## config.mk

```make
export PLATFORM = sky130hd
export DESIGN_NAME = oc_trip_detect
export DESIGN_NICKNAME = d
export VERILOG_FILES = /design/src/rtl/oc_pkg.sv /design/src/rtl/oc_integrators.sv /design/src/rtl/oc_decim_comb.sv /design/src/rtl/oc_trip_latch.sv /design/src/rtl/oc_trip_detect.sv
export SDC_FILE = /design/constraint.sdc
export NUM_CORES = 1
export LEC_CHECK = 0
export BUFFER_PORTS_ARGS = -buffer_cell sky130_fd_sc_hd__buf_2
export CORE_ASPECT_RATIO = 2
export CORE_MARGIN = 8
export CORE_UTILIZATION = 55
export CTS_CLUSTER_SIZE = 14
export DETAILED_ROUTE_END_ITERATION = 12
export HOLD_SLACK_MARGIN = 0.05
export PLACE_DENSITY = 0.7
export SYNTH_ARGS = -nofsm -noshare
export SYNTH_HDL_FRONTEND = slang
export SYNTH_SLANG_ARGS = --single-unit
```

## constraint.sdc

```tcl
create_clock -name clk -period 6.4 [get_ports clk]
set_input_delay 0.32 -clock clk [delete_from_list [all_inputs] [get_ports clk]]
set_output_delay 0.32 -clock clk [all_outputs]
set_load 0.02 [all_outputs]
```

## src/rtl/oc_pkg.sv

```systemverilog
// Package: shared constants and helpers for the overcurrent trip path.
// Assumes decimation ratios are powers of two given by their log2.
package oc_pkg;
    // Number of samples hidden after a restart while the filter fills.
    localparam int SETTLE_OUTPUTS = 3;

    // Accumulator width needed by a third-order filter of ratio 2**log2m.
    function automatic int acc_width(input int log2m);
        return 1 + 3 * log2m;
    endfunction
endpackage

```

## src/rtl/oc_integrators.sv

```systemverilog
// Module: three cascaded running-sum stages of the sinc3 filter.
// Assumes W is wide enough that modular wrap cancels in the difference stages.
module oc_integrators #(
    parameter int W = 13
) (
    input  logic         clk,
    input  logic         rst_n,
    input  logic         clr,
    input  logic         bit_in,
    output logic [W-1:0] acc_out
);
    logic [W-1:0] stage_q [3];

    for (genvar g = 0; g < 3; g++) begin : g_stage
        if (g == 0) begin : g_first
            // First stage accumulates the raw bitstream.
            always_ff @(posedge clk) begin
                if (!rst_n || clr) stage_q[0] <= '0;
                else               stage_q[0] <= stage_q[0] + W'(bit_in);
            end
        end else begin : g_next
            // Later stages accumulate the previous stage.
            always_ff @(posedge clk) begin
                if (!rst_n || clr) stage_q[g] <= '0;
                else               stage_q[g] <= stage_q[g] + stage_q[g-1];
            end
        end
    end

    assign acc_out = stage_q[2];
endmodule

```

## src/rtl/oc_decim_comb.sv

```systemverilog
// Module: keeps one accumulator value in every M, applies three difference
// stages, removes the mid-scale bias and registers a signed sample.
// Assumes fast only changes together with clr.
module oc_decim_comb #(
    parameter int SLOW_LOG2 = 4,
    parameter int FAST_LOG2 = 3,
    parameter int W         = 13
) (
    input  logic                clk,
    input  logic                rst_n,
    input  logic                clr,
    input  logic                fast,
    input  logic [W-1:0]        acc_in,
    output logic signed [W-1:0] sample,
    output logic                vld
);
    localparam int CW = SLOW_LOG2;
    localparam logic [CW-1:0] LAST_SLOW = CW'((1 << SLOW_LOG2) - 1);
    localparam logic [CW-1:0] LAST_FAST = CW'((1 << FAST_LOG2) - 1);
    localparam logic signed [W:0] BIAS_SLOW = (W+1)'(1 << (3 * SLOW_LOG2 - 1));
    localparam logic signed [W:0] BIAS_FAST = (W+1)'(1 << (3 * FAST_LOG2 - 1));

    logic [CW-1:0]      phase_q;
    logic               strobe;
    logic [W-1:0]       diff [4];
    logic [W-1:0]       dly_q [3];
    logic signed [W:0]  centred;

    assign strobe = (phase_q == (fast ? LAST_FAST : LAST_SLOW));

    // Decimation phase counter, wraps at M-1.
    always_ff @(posedge clk) begin
        if (!rst_n || clr) phase_q <= '0;
        else if (strobe)   phase_q <= '0;
        else               phase_q <= phase_q + 1'b1;
    end

    assign diff[0] = acc_in;

    for (genvar k = 0; k < 3; k++) begin : g_diff
        assign diff[k+1] = diff[k] - dly_q[k];
        // Each difference stage remembers its input from the previous kept sample.
        always_ff @(posedge clk) begin
            if (!rst_n || clr) dly_q[k] <= '0;
            else if (strobe)   dly_q[k] <= diff[k];
        end
    end

    assign centred = $signed({1'b0, diff[3]}) - (fast ? BIAS_FAST : BIAS_SLOW);

    // Output register: signed sample and its one-clock valid pulse.
    always_ff @(posedge clk) begin
        if (!rst_n) begin
            sample <= '0;
            vld    <= 1'b0;
        end else if (clr) begin
            sample <= '0;
            vld    <= 1'b0;
        end else begin
            vld <= strobe;
            if (strobe) sample <= centred[W-1:0];
        end
    end


    vld_gap_chk: assert property (@(posedge clk) disable iff (!rst_n)
        vld |=> !vld);
endmodule

```

## src/rtl/oc_trip_latch.sv

```systemverilog
// Module: hides the first samples after a restart, compares the magnitude of
// later samples with the limit, and holds a sticky trip released by a strobe.
// Assumes vld is a one-clock pulse and sample is valid while vld is high.
module oc_trip_latch #(
    parameter int W = 13
) (
    input  logic                clk,
    input  logic                rst_n,
    input  logic                clr,
    input  logic                vld,
    input  logic signed [W-1:0] sample,
    input  logic [W-1:0]        limit,
    input  logic                trip_clr,
    output logic                flag
);
    import oc_pkg::*;

    logic [1:0]  seen_q;
    logic        armed;
    logic        hot_q;
    logic [W:0]  ext;
    logic [W:0]  mag;
    logic        exceed;

    assign armed  = (seen_q == 2'(SETTLE_OUTPUTS));
    assign ext    = {sample[W-1], sample};
    assign mag    = ext[W] ? (~ext + 1'b1) : ext;
    assign exceed = (mag > {1'b0, limit});

    // Start-up window counter and last-comparison memory.
    always_ff @(posedge clk) begin
        if (!rst_n || clr) begin
            seen_q <= '0;
            hot_q  <= 1'b0;
        end else if (vld) begin
            if (!armed) seen_q <= seen_q + 1'b1;
            else        hot_q  <= exceed;
        end
    end

    // Sticky trip: set by an armed excursion, released by a strobe when calm.
    always_ff @(posedge clk) begin
        if (!rst_n)                               flag <= 1'b0;
        else if (vld && armed && exceed && !clr)  flag <= 1'b1;
        else if (trip_clr && !hot_q)              flag <= 1'b0;
    end


    trip_on_sample_chk: assert property (@(posedge clk) disable iff (!rst_n)
        $rose(flag) |-> $past(vld));

    flag_hold_chk: assert property (@(posedge clk) disable iff (!rst_n)
        $fell(flag) |-> $past(trip_clr));

    clr_blocked_chk: assert property (@(posedge clk) disable iff (!rst_n)
        (trip_clr && hot_q && flag) |=> flag);
endmodule

```

## src/rtl/oc_trip_detect.sv

```systemverilog
// Module: top of the fast overcurrent path: sinc3 filter at ratio 16 or 8,
// re-centred sample, sticky trip and gated motor-disable output.
// Assumes rate_sel changes only in a clock where restart is high.
module oc_trip_detect #(
    parameter int  SLOW_LOG2 = 4,
    parameter int  FAST_LOG2 = 3,
    localparam int W         = oc_pkg::acc_width(SLOW_LOG2)
) (
    input  logic                clk,
    input  logic                rst_n,
    input  logic                bit_in,
    input  logic                restart,
    input  logic                rate_sel,
    input  logic [W-1:0]        limit,
    input  logic                trip_en,
    input  logic                trip_clr,
    output logic signed [W-1:0] sample,
    output logic                sample_vld,
    output logic                oc_flag,
    output logic                drive_kill
);
    localparam logic signed [W:0] SPAN_SLOW = (W+1)'(1 << (3 * SLOW_LOG2 - 1));
    localparam logic signed [W:0] SPAN_FAST = (W+1)'(1 << (3 * FAST_LOG2 - 1));

    logic [W-1:0]      acc3;
    logic signed [W:0] span;

    oc_integrators #(.W(W)) u_integ (
        .clk     (clk),
        .rst_n   (rst_n),
        .clr     (restart),
        .bit_in  (bit_in),
        .acc_out (acc3)
    );

    oc_decim_comb #(.SLOW_LOG2(SLOW_LOG2), .FAST_LOG2(FAST_LOG2), .W(W)) u_comb (
        .clk    (clk),
        .rst_n  (rst_n),
        .clr    (restart),
        .fast   (rate_sel),
        .acc_in (acc3),
        .sample (sample),
        .vld    (sample_vld)
    );

    oc_trip_latch #(.W(W)) u_trip (
        .clk      (clk),
        .rst_n    (rst_n),
        .clr      (restart),
        .vld      (sample_vld),
        .sample   (sample),
        .limit    (limit),
        .trip_clr (trip_clr),
        .flag     (oc_flag)
    );

    // Motor-disable output follows the trip only when software allows it.
    assign drive_kill = oc_flag & trip_en;

    assign span = rate_sel ? SPAN_FAST : SPAN_SLOW;


    sample_range_chk: assert property (@(posedge clk) disable iff (!rst_n)
        sample_vld |-> ($signed({sample[W-1], sample}) <= span &&
                        $signed({sample[W-1], sample}) >= -span));
    // R2 (input assumption: ratio changes only with a restart)
    rate_hold_chk: assert property (@(posedge clk) disable iff (!rst_n)
        !$stable(rate_sel) |-> restart);
endmodule

```

==> results.py <==
metrics = {
    "run_status": {
        "outcome": "complete, no violations",
    },
    "worst_hold_path": {
        "hold_start": "rst_n",
        "hp-class": "primary input to flop",
    },
    "cts": {
        "cts_root_buffer": "clkbuf_16",
        "cts_tree": "done",
        "cts_setup_buffers": 0,
        "cts.sinks": 100,
        "h-tree-depth": 3,
        "cts_resized": 0,
        "cts_buffers": 9,
        "clk_latency_ns": 0.35,
        "clk_path_buf_depth": 2,
        "cts_hold_buffers": 0,
        "clk_pin_slew_ns": 0.07,
    },
    "worst_setup_path": {
        "crit_start": "u_comb.dly_q[0][1]$_SDFFCE_PN0P_",
        "startpoint_type": "flop",
        "r2r_setup_slack_ns": 1.69,
        "criticalPathCategory": "flop to flop",
        "crit_end": "u_comb.sample[12]$_SDFFE_PP0P_",
        "cp-end-kind": "flop",
        "reg2reg_from": "u_comb.dly_q[0][1]$_SDFFCE_PN0P_",
        "ff2ff_path_depth": 23,
        "max_stage_delay_ns": 0.38,
        "crit_arrival_ns": 4.93,
        "worstPathCellList": "inv_1 -> ha_1 -> nor2b_1 -> o21ai_0 -> a21boi_0 -> o21a_1 -> nor2_1 -> xnor2_1 -> ha_1 -> or3_1 -> o211ai_1 -> nand2b_1 -> xnor2_1 -> ha_1 -> inv_1 -> ha_1 -> and3_1 -> a2111o_1 -> a31o_1 -> a21oi_2 -> xnor2_1 -> xnor2_1 -> a21oi_1",
        "reg2reg_to": "u_comb.sample[12]$_SDFFE_PP0P_",
        "worstPathRequired_ns": 6.62,
        "slowest_stage": "a2111o_1",
        "crit_path_max_fanout": 5,
    },
    "synthesis": {
        "netlist_instances": 741,
        "synth_top_cell_by_area": "dfxtp_1",
        "synthTopCellsByArea": "dfxtp_1, edfxtp_1, ha_1, xnor2_1, inv_1",
        "async_flop_share_pct": 0,
        "synth.net_count": 853,
        "yosysUniqueCellTypes": 49,
        "synth_edf_count": 39,
        "ys_ff_latch": 100,
        "yosysWarnings": 0,
        "yosysTopAreaCellShare_pct": 18.26,
        "syn_avg_cell_area_um2": 9.025,
        "ys.flop_type": "dfxtp_1",
        "ys_seq_area_share_pct": 35.77,
        "syn_area_um2": 6688,
    },
    "global_routing": {
        "grt_pass1_vias": 4875,
        "grt_max_degree": 51,
        "grt_pass1_wl_mm": 22.45,
        "grt_overflow": 0,
        "grt.total_usage_pct": 17.37,
        "antenna_found_initial": 0,
    },
    "placed_design": {
        "dpl.hpwl_mm": 10.20,
        "port-buffer-count": 35,
        "gp_congestion": 0.8406,
    },
    "timing": {
        "tightest_slew_ns": 0.5316,
        "tns_ns": 0,
        "rsz0062_at_grt": "false",
        "finalHoldViolations": 0,
        "fmax_mhz": 212.5,
        "drv_slew": 0,
        "timing.final.crit_share_pct": 73.54,
        "setup-violations-final": 0,
        "slew-limit-headroom_pct": 64.06,
        "fin_skew_ns": 0.007065,
        "period_minus_slack_ns": 4.706,
    },
    "route": {
        "firstDrtPassIters": 4,
        "drc": 0,
        "wire_per_inst_um": 14.40,
        "drt_wl_total_mm": 13.36,
        "ant_nets": 0,
        "vias": 5028,
        "viasPerCell": 5.418,
        "drt_iter0_drc": 261,
    },
    "cells_and_area": {
        "layout_common_cells": "ha_1, inv_1, nor2_1",
        "final_common_cell": "ha_1",
        "diodes": 0,
        "drive_above_1_share_pct": 8.067,
        "fin_nets": 888,
        "areaGrowthSynthToFinish_pct": 9.149,
    },
    "floorplan": {
        "core_area_um2": 11980,
        "chipWidth_um": 93.97,
        "die_h_um": 171.9,
        "start_util_pct": 55.82,
        "rows": 57,
        "ios": 36,
        "dieArea_um2": 16160,
    },
    "power": {
        "cellLeakagePower_nw": 3.376,
        "ir_worst_vdd_uv": 188.8,
        "p_per_area_nw_per_um2": 218.5,
        "power_mw": 1.595,
    },
    "run": {
        "maxCapViolCount": 0,
    },
}
-- per-stage QoR --
stage	cells	setup slack, ns	hold slack, ns	utilization, %	cell area [um^2]
3_3_place_gp	912	1.758	0.4330	58.65	7027
2_1_floorplan	741	1.996	0.4176	-	6688
4_1_cts	928	1.679	0.2568	60.92	7300
6_report	928	1.694	0.2633	60.92	7300
5_1_grt	928	1.246	0.2929	60.92	7300
3_5_place_dp	912	1.712	0.4584	58.65	7027
-- synthesized netlist by cell type (all sizes together) (5+ instances only) --
cell,number
nor2,78
fa,7
inv,78
clkbuf,13
dfxtp,61
edfxtp,39
nand2,47
nor2b,14
nor3,12
ha,85
a211oi,5
xor2,27
a21o,15
and3,17
nand3,17
o31ai,5
o21ai,35
xnor2,44
o21a,8
a21oi,44
and2,16
nand2b,18
o211ai,6
or3,8
-- flip-flops by register name, indices dropped and copies added (netlist names) --
name,cells
u_integ.stage_q,39
u_trip.seen_q,2
u_comb.vld,1
u_trip.flag,1
u_comb.sample,13
u_comb.dly_q,39
u_trip.hot_q,1
u_comb.phase_q,4
-- report_power, final --
group	total, mW	switching (mW)	internal (mW)	leakage, nW
sequential	0.675	0.00466	0.671	0.926
combinational	0.405	0.224	0.181	2.31
clock	0.515	0.247	0.268	0.140
-- how the worst min path moves through the flow --
stage	end	slack, ns	cells past startpoint
detailed placement	u_trip.hot_q$_SDFFE_PP0P_	0.46	2
floorplan	u_comb.phase_q[0]$_SDFF_PP0_	0.42	1
global placement	u_comb.phase_q[0]$_SDFF_PP0_	0.43	1
finish	u_trip.flag$_SDFFE_PN0P_	0.26	3
global route	u_trip.flag$_SDFFE_PN0P_	0.29	3
CTS	u_trip.flag$_SDFFE_PN0P_	0.26	3
-- cell families after synthesis --
kind of cell / count (synthesis) / share of synthesized area, %
simple gates: 241 / 17.72
buf+inv: 94 / 5.276
fa+ha+maj: 92 / 18.00
xor+xnor: 71 / 9.411
mux: 2 / 0.2994
flops: 100 / 35.77
compound gates: 141 / 13.53
-- layout make-up --
class	instances	area, um^2
Fill cell	1094	4682
Multi-Input combinational cell	547	3945
Sequential cell	100	2392
Inverter	78	292.8
Clock buffer	10	229.0
Timing Repair Buffer	40	212.7
Tap cell	147	183.9
Clock inverter	6	43.79
-- critical path: cells and delay by family, from the launching register on --
kind                       cells  cell delay, ns
AOI/OAI and AO/OA              8            1.60
xor gates and xnor gates       4            0.52
adders and majority gates      4            1.09
buffers and inverters          2            0.14
DFF                            1            0.35
and+or+nand+nor                5            0.89
-- layer usage --
| layer | GRT usage (%) | vias to the layer above | part of all wire (%) |
|---|---|---|---|
| li1 | - | 2622 | - |
| met1 | 20.90 | 2306 | 45 |
| met2 | 29.19 | 77 | 48 |
| met3 | 2.826 | 23 | 3.6 |
| met4 | 8.270 | 0 | 3.0 |
| met5 | 0 | - | 0 |
No activity file was read; power rests on OpenSTA's default activity.
